$ cat src/rtl/dmarf_pkg.sv
package dmarf_pkg;
  localparam int NCH      = 4;   // channels
  localparam int AW       = 16;  // address register width
  localparam int CW       = 14;  // counter width
  localparam int MARK_W   = 7;   // mark period = 2**MARK_W transfers
  localparam int RA_W     = 4;   // host register address width
  localparam int AUTO_CH  = 2;   // channel refilled in auto-load
  localparam int AUTO_SRC = 3;   // channel that supplies the refill

  typedef struct packed {
    logic           autoload;
    logic           stop_tc;
    logic           ext_wr;
    logic           rot_prio;
    logic [NCH-1:0] en;
  } mode_t;

  function automatic logic [7:0] byte_pick(input logic [15:0] w, input logic hi);
    return hi ? w[15:8] : w[7:0];
  endfunction
endpackage

$ cat src/rtl/dmarf_chan.sv
module dmarf_chan #(
  parameter int AW     = 16,
  parameter int CW     = 14,
  parameter int MARK_W = 7
) (
  input  logic          clk,
  input  logic          rst_n,
  input  logic          wr_addr_lo,
  input  logic          wr_addr_hi,
  input  logic          wr_cnt_lo,
  input  logic          wr_cnt_hi,
  input  logic [7:0]    wdata,
  input  logic          step,
  input  logic          reload,
  input  logic [AW-1:0] reload_addr,
  input  logic [CW-1:0] reload_cnt,
  output logic [AW-1:0] addr_q,
  output logic [CW-1:0] cnt_q,
  output logic          tc_evt,
  output logic          mark_evt
);
  localparam int AHI = AW - 8;
  localparam int CHI = CW - 8;

  function automatic logic [AW-1:0] addr_next(input logic [AW-1:0] a);
    return a + {{(AW-1){1'b0}}, 1'b1};
  endfunction

  function automatic logic [CW-1:0] cnt_next(input logic [CW-1:0] c);
    return c - {{(CW-1){1'b0}}, 1'b1};
  endfunction

  logic wr_any;
  assign wr_any   = wr_addr_lo | wr_addr_hi | wr_cnt_lo | wr_cnt_hi;
  assign tc_evt   = step && (cnt_q == '0);
  assign mark_evt = step && (cnt_q[MARK_W-1:0] == '0);

  always_ff @(posedge clk) begin
    if (!rst_n) begin
      addr_q <= '0;
      cnt_q  <= '0;
    end else if (wr_addr_lo) begin
      addr_q[7:0] <= wdata;
    end else if (wr_addr_hi) begin
      addr_q[AW-1:8] <= wdata[AHI-1:0];
    end else if (wr_cnt_lo) begin
      cnt_q[7:0] <= wdata;
    end else if (wr_cnt_hi) begin
      cnt_q[CW-1:8] <= wdata[CHI-1:0];
    end else if (reload) begin
      addr_q <= reload_addr;
      cnt_q  <= reload_cnt;
    end else if (step) begin
      addr_q <= addr_next(addr_q);
      cnt_q  <= cnt_next(cnt_q);
    end
  end


  step_adv_chk: assert property (@(posedge clk) disable iff (!rst_n)
    (step && !wr_any && !reload) |=>
      (addr_q == addr_next($past(addr_q)) && cnt_q == cnt_next($past(cnt_q))));


  idle_hold_chk: assert property (@(posedge clk) disable iff (!rst_n)
    (!step && !wr_any && !reload) |=> ($stable(addr_q) && $stable(cnt_q)));


  tc_has_mark_chk: assert property (@(posedge clk) disable iff (!rst_n)
    tc_evt |-> mark_evt);
endmodule

$ cat src/rtl/dmarf_ctrl.sv
module dmarf_ctrl
  import dmarf_pkg::*;
#(
  parameter int N = dmarf_pkg::NCH
) (
  input  logic         clk,
  input  logic         rst_n,
  input  logic         acc_chan,
  input  logic         mode_wr,
  input  logic         stat_rd,
  input  logic [7:0]   wdata,
  input  logic [N-1:0] tc_evt,
  output mode_t        mode_q,
  output logic [N-1:0] tc_flags,
  output logic         upd_q,
  output logic         ptr_q
);
  logic [N-1:0] keep;
  assign keep = mode_q.autoload ? N'(1 << AUTO_CH) : '0;

  always_ff @(posedge clk) begin
    if (!rst_n) begin
      mode_q <= '0;
    end else if (mode_wr) begin
      mode_q <= mode_t'(wdata);
    end else if (mode_q.stop_tc) begin
      mode_q.en <= mode_q.en & ~(tc_evt & ~keep);
    end
  end

  always_ff @(posedge clk) begin
    if (!rst_n)       tc_flags <= '0;
    else if (stat_rd) tc_flags <= tc_evt;
    else              tc_flags <= tc_flags | tc_evt;
  end

  always_ff @(posedge clk) begin
    if (!rst_n)                                upd_q <= 1'b0;
    else if (upd_q)                            upd_q <= 1'b0;
    else if (mode_q.autoload && tc_evt[AUTO_CH]) upd_q <= 1'b1;
  end

  always_ff @(posedge clk) begin
    if (!rst_n)        ptr_q <= 1'b0;
    else if (mode_wr)  ptr_q <= 1'b0;
    else if (acc_chan) ptr_q <= ~ptr_q;
  end


  ptr_clear_chk: assert property (@(posedge clk) disable iff (!rst_n)
    mode_wr |=> !ptr_q);


  ptr_flip_chk: assert property (@(posedge clk) disable iff (!rst_n)
    (acc_chan && !mode_wr) |=> (ptr_q != $past(ptr_q)));


  tc_sticky_chk: assert property (@(posedge clk) disable iff (!rst_n)
    (|tc_evt) |=> ((tc_flags & $past(tc_evt)) == $past(tc_evt)));


  upd_pulse_chk: assert property (@(posedge clk) disable iff (!rst_n)
    upd_q |=> !upd_q);


  stop_clear_chk: assert property (@(posedge clk) disable iff (!rst_n)
    (!mode_wr && mode_q.stop_tc && (|tc_evt)) |=>
      ((mode_q.en & $past(tc_evt & ~keep)) == '0));
endmodule

$ cat src/rtl/dma_chreg_top.sv
module dma_chreg_top
  import dmarf_pkg::*;
#(
  parameter int AW     = dmarf_pkg::AW,
  parameter int CW     = dmarf_pkg::CW,
  parameter int MARK_W = dmarf_pkg::MARK_W
) (
  input  logic              clk,
  input  logic              rst_n,
  input  logic              cs_i,
  input  logic              rd_i,
  input  logic              wr_i,
  input  logic [RA_W-1:0]   reg_addr_i,
  input  logic [7:0]        wdata_i,
  output logic [7:0]        rdata_o,
  input  logic [NCH-1:0]    adv_i,
  output logic [NCH*AW-1:0] chan_addr_o,
  output logic [7:0]        mode_o,
  output logic [NCH-1:0]    tc_o,
  output logic [NCH-1:0]    mark_o,
  output logic              upd_o
);
  localparam int CH_BITS   = $clog2(NCH);
  localparam int STAT_ADDR = 2 * NCH;

  mode_t           mode;
  logic [NCH-1:0]  tc_flags, tc_evt, mark_evt;
  logic            upd, ptr;
  logic [AW-1:0]   addr_arr [NCH];
  logic [CW-1:0]   cnt_arr  [NCH];

  logic            is_chan, acc_chan, wr_chan, mode_wr, stat_rd;
  logic [CH_BITS-1:0] sel_ch;

  assign is_chan  = !reg_addr_i[RA_W-1];
  assign sel_ch   = reg_addr_i[CH_BITS:1];
  assign acc_chan = cs_i && (rd_i || wr_i) && is_chan;
  assign wr_chan  = cs_i && wr_i && is_chan;
  assign mode_wr  = cs_i && wr_i && (reg_addr_i == RA_W'(STAT_ADDR));
  assign stat_rd  = cs_i && rd_i && (reg_addr_i == RA_W'(STAT_ADDR));

  dmarf_ctrl #(.N(NCH)) u_ctrl (
    .clk(clk), .rst_n(rst_n), .acc_chan(acc_chan), .mode_wr(mode_wr),
    .stat_rd(stat_rd), .wdata(wdata_i), .tc_evt(tc_evt), .mode_q(mode),
    .tc_flags(tc_flags), .upd_q(upd), .ptr_q(ptr)
  );

  for (genvar g = 0; g < NCH; g++) begin : g_ch
    logic          hit, rl;
    logic [AW-1:0] rl_addr;
    logic [CW-1:0] rl_cnt;

    assign hit = wr_chan && (sel_ch == CH_BITS'(g));

    if (g == AUTO_CH) begin : g_auto
      assign rl      = upd;
      assign rl_addr = addr_arr[AUTO_SRC];
      assign rl_cnt  = cnt_arr[AUTO_SRC];
    end else begin : g_plain
      assign rl      = 1'b0;
      assign rl_addr = '0;
      assign rl_cnt  = '0;
    end

    dmarf_chan #(.AW(AW), .CW(CW), .MARK_W(MARK_W)) u_chan (
      .clk(clk), .rst_n(rst_n),
      .wr_addr_lo(hit && !reg_addr_i[0] && !ptr),
      .wr_addr_hi(hit && !reg_addr_i[0] &&  ptr),
      .wr_cnt_lo (hit &&  reg_addr_i[0] && !ptr),
      .wr_cnt_hi (hit &&  reg_addr_i[0] &&  ptr),
      .wdata(wdata_i), .step(adv_i[g] && mode.en[g]),
      .reload(rl), .reload_addr(rl_addr), .reload_cnt(rl_cnt),
      .addr_q(addr_arr[g]), .cnt_q(cnt_arr[g]),
      .tc_evt(tc_evt[g]), .mark_evt(mark_evt[g])
    );

    assign chan_addr_o[g*AW +: AW] = addr_arr[g];
  end

  always_comb begin
    rdata_o = '0;
    if (cs_i && rd_i) begin
      if (is_chan) begin
        if (reg_addr_i[0]) rdata_o = byte_pick({{(16-CW){1'b0}}, cnt_arr[sel_ch]}, ptr);
        else               rdata_o = byte_pick(addr_arr[sel_ch], ptr);
      end else if (reg_addr_i == RA_W'(STAT_ADDR)) begin
        rdata_o = {{(7-NCH){1'b0}}, upd, tc_flags};
      end
    end
  end

  assign mode_o = mode;
  assign tc_o   = tc_evt;
  assign mark_o = mark_evt;
  assign upd_o  = upd;


  tc_needs_adv_chk: assert property (@(posedge clk) disable iff (!rst_n)
    ((tc_o & ~adv_i) == '0));


  ignore_wr_chk: assert property (@(posedge clk) disable iff (!rst_n)
    (cs_i && wr_i && !rd_i && reg_addr_i > RA_W'(STAT_ADDR) && adv_i == '0) |=>
      ($stable(mode_o) && $stable(chan_addr_o)));
endmodule

$ cat config.mk
export PLATFORM = sky130hd
export DESIGN_NAME = dma_chreg_top
export DESIGN_NICKNAME = d
export VERILOG_FILES = /design/src/rtl/dmarf_pkg.sv /design/src/rtl/dmarf_chan.sv /design/src/rtl/dmarf_ctrl.sv /design/src/rtl/dma_chreg_top.sv
export SDC_FILE = /design/constraint.sdc
export NUM_CORES = 1
export LEC_CHECK = 0
export BUFFER_PORTS_ARGS = -buffer_cell sky130_fd_sc_hd__clkbuf_2
export CORE_ASPECT_RATIO = 1.2
export CORE_MARGIN = 10
export CORE_UTILIZATION = 25
export CTS_CLUSTER_SIZE = 40
export DETAILED_ROUTE_END_ITERATION = 10
export PLACE_DENSITY = 0.37
export SYNTH_ARGS = -nofsm -noshare
export SYNTH_HDL_FRONTEND = slang
export SYNTH_SLANG_ARGS = --single-unit
export TNS_END_PERCENT = 100
$ cat constraint.sdc
create_clock -name clk -period 2.5 [get_ports clk]
set_clock_uncertainty 0.15 [all_clocks]
set_input_delay 0.375 -clock clk [delete_from_list [all_inputs] [get_ports clk]]
set_output_delay 0.375 -clock clk [all_outputs]
set_load 0.01 [all_outputs]
==> results_dict.tcl <==
set metrics [dict create \
    placedInstanceArea_um2 10500 \
    avgViaCountPerCell 5.56 \
    reg2reg_depth 8 \
    final.min_clock_period_ps 2570 \
    min-delay-start "wdata_i[6]" \
    finalWorstSetupSlack_ps -69.0 \
    cts_tree "built" \
    wl_per_cell_um 25.4 \
    yosys_register_bits 134 \
    clk_latency_ps 470 \
    slowest_stage "mux4_2" \
    leakage_nw 4.35 \
    dieArea_um2 42800 \
    design_area_um2 11500 \
    slew_viol_final 0 \
    p_total_mw 5.46 \
    yosysWarnings 0 \
    vias 9729 \
    min_path_type "input port to register" \
    min_to "g_ch[3].u_chan.addr_q[14]$_SDFFE_PN0P_" \
    grt-ovfl-total 0 \
    place_congestion 0.885 \
    drc 0 \
    cp.required_ps 1980 \
    nets 1308 \
    io_buffers 109 \
    async_reset_ff_frac 0 \
    grt_max_degree 94 \
    grt_pass1_wl_um 64600 \
    grt_antenna_before_repair 0 \
    reg2reg_to "g_ch[1].u_chan.cnt_q[12]$_SDFFE_PN0P_" \
    rows 74 \
    synth_nets 1110 \
    arrival_ps 2040 \
    place_ws_ps -43.1 \
    stdcell_count 1749 \
    worstMarginPinSlew_ps 831 \
    hold_buffers 0 \
    finalSetupTns_ps -69.0 \
    dpl.hpwl_um 32900 \
    vdd_drop_max_mv 0.553 \
    yosysTopAreaCell "dfxtp_1" \
    critical_path_class "register to output pin" \
    yosysUniqueCellTypes 76 \
    rsz0062_at_grt "yes" \
    nFillCells 3693 \
    path_cells "mux4_2 > mux4_2 > nor2b_4 > buf_6" \
    initial_core_util 0.255 \
    multi_input_area_um2 5760 \
    clock-sinks 134 \
    dp.cells 1698 \
    drtIter0Drc 794 \
    cts_buffer_depth 2 \
    io_pins 110 \
    holdWs_ps 273 \
    path_depth 4 \
    final-seq-area_um2 2740 \
    violations "setup timing" \
    die_height_um 225 \
    status "finished with violations" \
    cts_buffers 17 \
    synth_edf_count 0 \
    synth_ff_type "dfxtp_1" \
    maxSlewHeadroom 0.446 \
    syn_area_um2 8730 \
    critPathTopFamily "multiplexers" \
    ys_seq_area_frac 0.307 \
    core_area_um2 34300 \
    fmax_mhz 389 \
    setup_viol 1 \
    hold_violations 0 \
    grt_pass1_vias 9405 \
    path_clk_slew_ps 60 \
    htree_levels 4 \
    ant_nets 0 \
    syn_inst 1081 \
    drt-pass1-iter-count 5 \
    grt_use_total 0.203 \
    crit_fanout 2 \
    synth_common_cells "dfxtp_1 (134), nand2_1 (106), a21oi_1 (94)" \
    area_growth_syn_to_layout_pct 31.8 \
    finalWirelength_um 44400 \
    synth_top_cell_area_share 0.307 \
    synthTopCellsByArea "dfxtp_1 (31%), mux4_2 (8.0%), a21oi_1 (5.4%), nand2_1 (4.6%), nand3_1 (4.0%)" \
    slowest_delay_ps 480 \
    start_kind "register" \
    fin_crit_sh 1.03 \
    end_kind "output pin" \
    critPathMostFrequentCell "mux4_2" \
    die_w_um 191 \
    worst-path-buf-inv 1 \
    fin_util 0.336 \
    cts_root_buf "clkbuf_16" \
    avgSynthCellArea_um2 8.08 \
    maxCapViolCount 0 \
    yosysMostFrequentCell "dfxtp_1" \
    reg2reg_from "g_ch[1].u_chan.cnt_q[0]$_SDFFE_PN0P_" \
    power_density_nw_per_um2 474 \
    r2r_setup_slack_ps 190 \
    hold_depth 3 \
    drive_above_1_share 0.324 \
]
## flip-flops by register name (all words and copies together) (netlist names)
name and flops:
u_ctrl.upd_q 1, u_ctrl.mode_q 8, u_ctrl.ptr_q 1, g_ch.u_chan.cnt_q 56, g_ch.u_chan.addr_q 64, u_ctrl.tc_flags 4
## layout make-up
class	instances	share of cell area
multi-input cells	845	0.501
flip-flops and latches	134	0.238
repair buffers	255	0.151
inverters	25	0.00859
repair inverters	1	0.000435
clock buffers	22	0.0403
clock inverters	10	0.0111
well taps	456	0.0496
diodes	1	0.000217
## report_power, final
group / total [mW] / switching, mW / internal [mW]
combinational: 0.572 / 0.364 / 0.207
clock: 2.70 / 1.09 / 1.61
sequential: 2.19 / 0.0365 / 2.15
## kinds of logic (layout without fill, tap and decap cells)
group | after synthesis | count (layout) | share of synthesized area
AOI/OAI and AO/OA | 336 | 336 | 0.259
xor gates and xnor gates | 38 | 38 | 0.0381
adders and majority gates | 8 | 8 | 0.0115
buffers and inverters | 102 | 313 | 0.0517
DFF | 134 | 134 | 0.307
muxes | 38 | 38 | 0.0883
other | 0 | 1 | 0
and+or+nand+nor | 425 | 425 | 0.245
## cells in the final DEF, fill, tap and decap left out, types with 6 or more instances in the layout
cell / Yosys / layout
o21ai_0: 61 / 59
clkinv_2: 0 / 7
a31oi_1: 12 / 12
nand3_1: 70 / 70
nor2_1: 92 / 90
a21oi_1: 94 / 94
or3_1: 10 / 9
a22oi_1: 32 / 27
nor3_1: 37 / 33
a221oi_1: 8 / 8
a32oi_1: 9 / 9
o221ai_1: 6 / 6
xor2_1: 16 / 16
o22ai_1: 14 / 14
nand2_1: 106 / 103
a2bb2oi_1: 13 / 13
dfxtp_2: 0 / 35
o311ai_0: 9 / 9
mux4_2: 31 / 31
nand4_1: 27 / 27
inv_1: 24 / 19
clkbuf_16: 0 / 17
nor4_1: 9 / 7
dfxtp_1: 134 / 95
a21o_1: 11 / 11
clkbuf_2: 0 / 105
and3_1: 16 / 16
buf_12: 0 / 6
xnor2_1: 22 / 22
nor3_2: 5 / 7
buf_4: 9 / 138
o211ai_1: 11 / 11
ha_1: 8 / 6
a211oi_1: 10 / 10
and4_1: 6 / 6
## metal layers
layer	global-route usage	share of wire	up-vias	wire, um
li1	-	-	4512	-
met2	0.330	0.48	313	21200
met1	0.269	0.45	4837	20200
met3	0.0316	0.047	67	2100
met5	0	0	-	0
met4	0.0661	0.021	0	945
## worst min-delay path: stages
cell and delay (ps):
clkbuf_2 200, a2bb2oi_1 180, a21oi_1 80
## repair_timing
item | in CTS | in global routing
buffers inserted | 6 | 11
cloned | 0 | 1
setup endpoints to repair | 13 | 13
pin swaps | 4 | 6
resized for setup | 54 | 42
## how the worst max path moves through the flow
| stage | startpoint | slack [ps] | endpoint |
|---|---|---|---|
| floorplan | reg_addr_i[1] | 210 | rdata_o[2] |
| global placement | reg_addr_i[2] | -30 | rdata_o[4] |
| detailed placement | reg_addr_i[2] | -40 | rdata_o[4] |
| CTS | g_ch[3].u_chan.cnt_q[13]$_SDFFE_PN0P_ | -90 | rdata_o[5] |
| global route | g_ch[3].u_chan.cnt_q[13]$_SDFFE_PN0P_ | -90 | rdata_o[5] |
| finish | g_ch[3].u_chan.cnt_q[13]$_SDFFE_PN0P_ | -70 | rdata_o[5] |
Note: power is estimated with default switching activity, not from simulation.
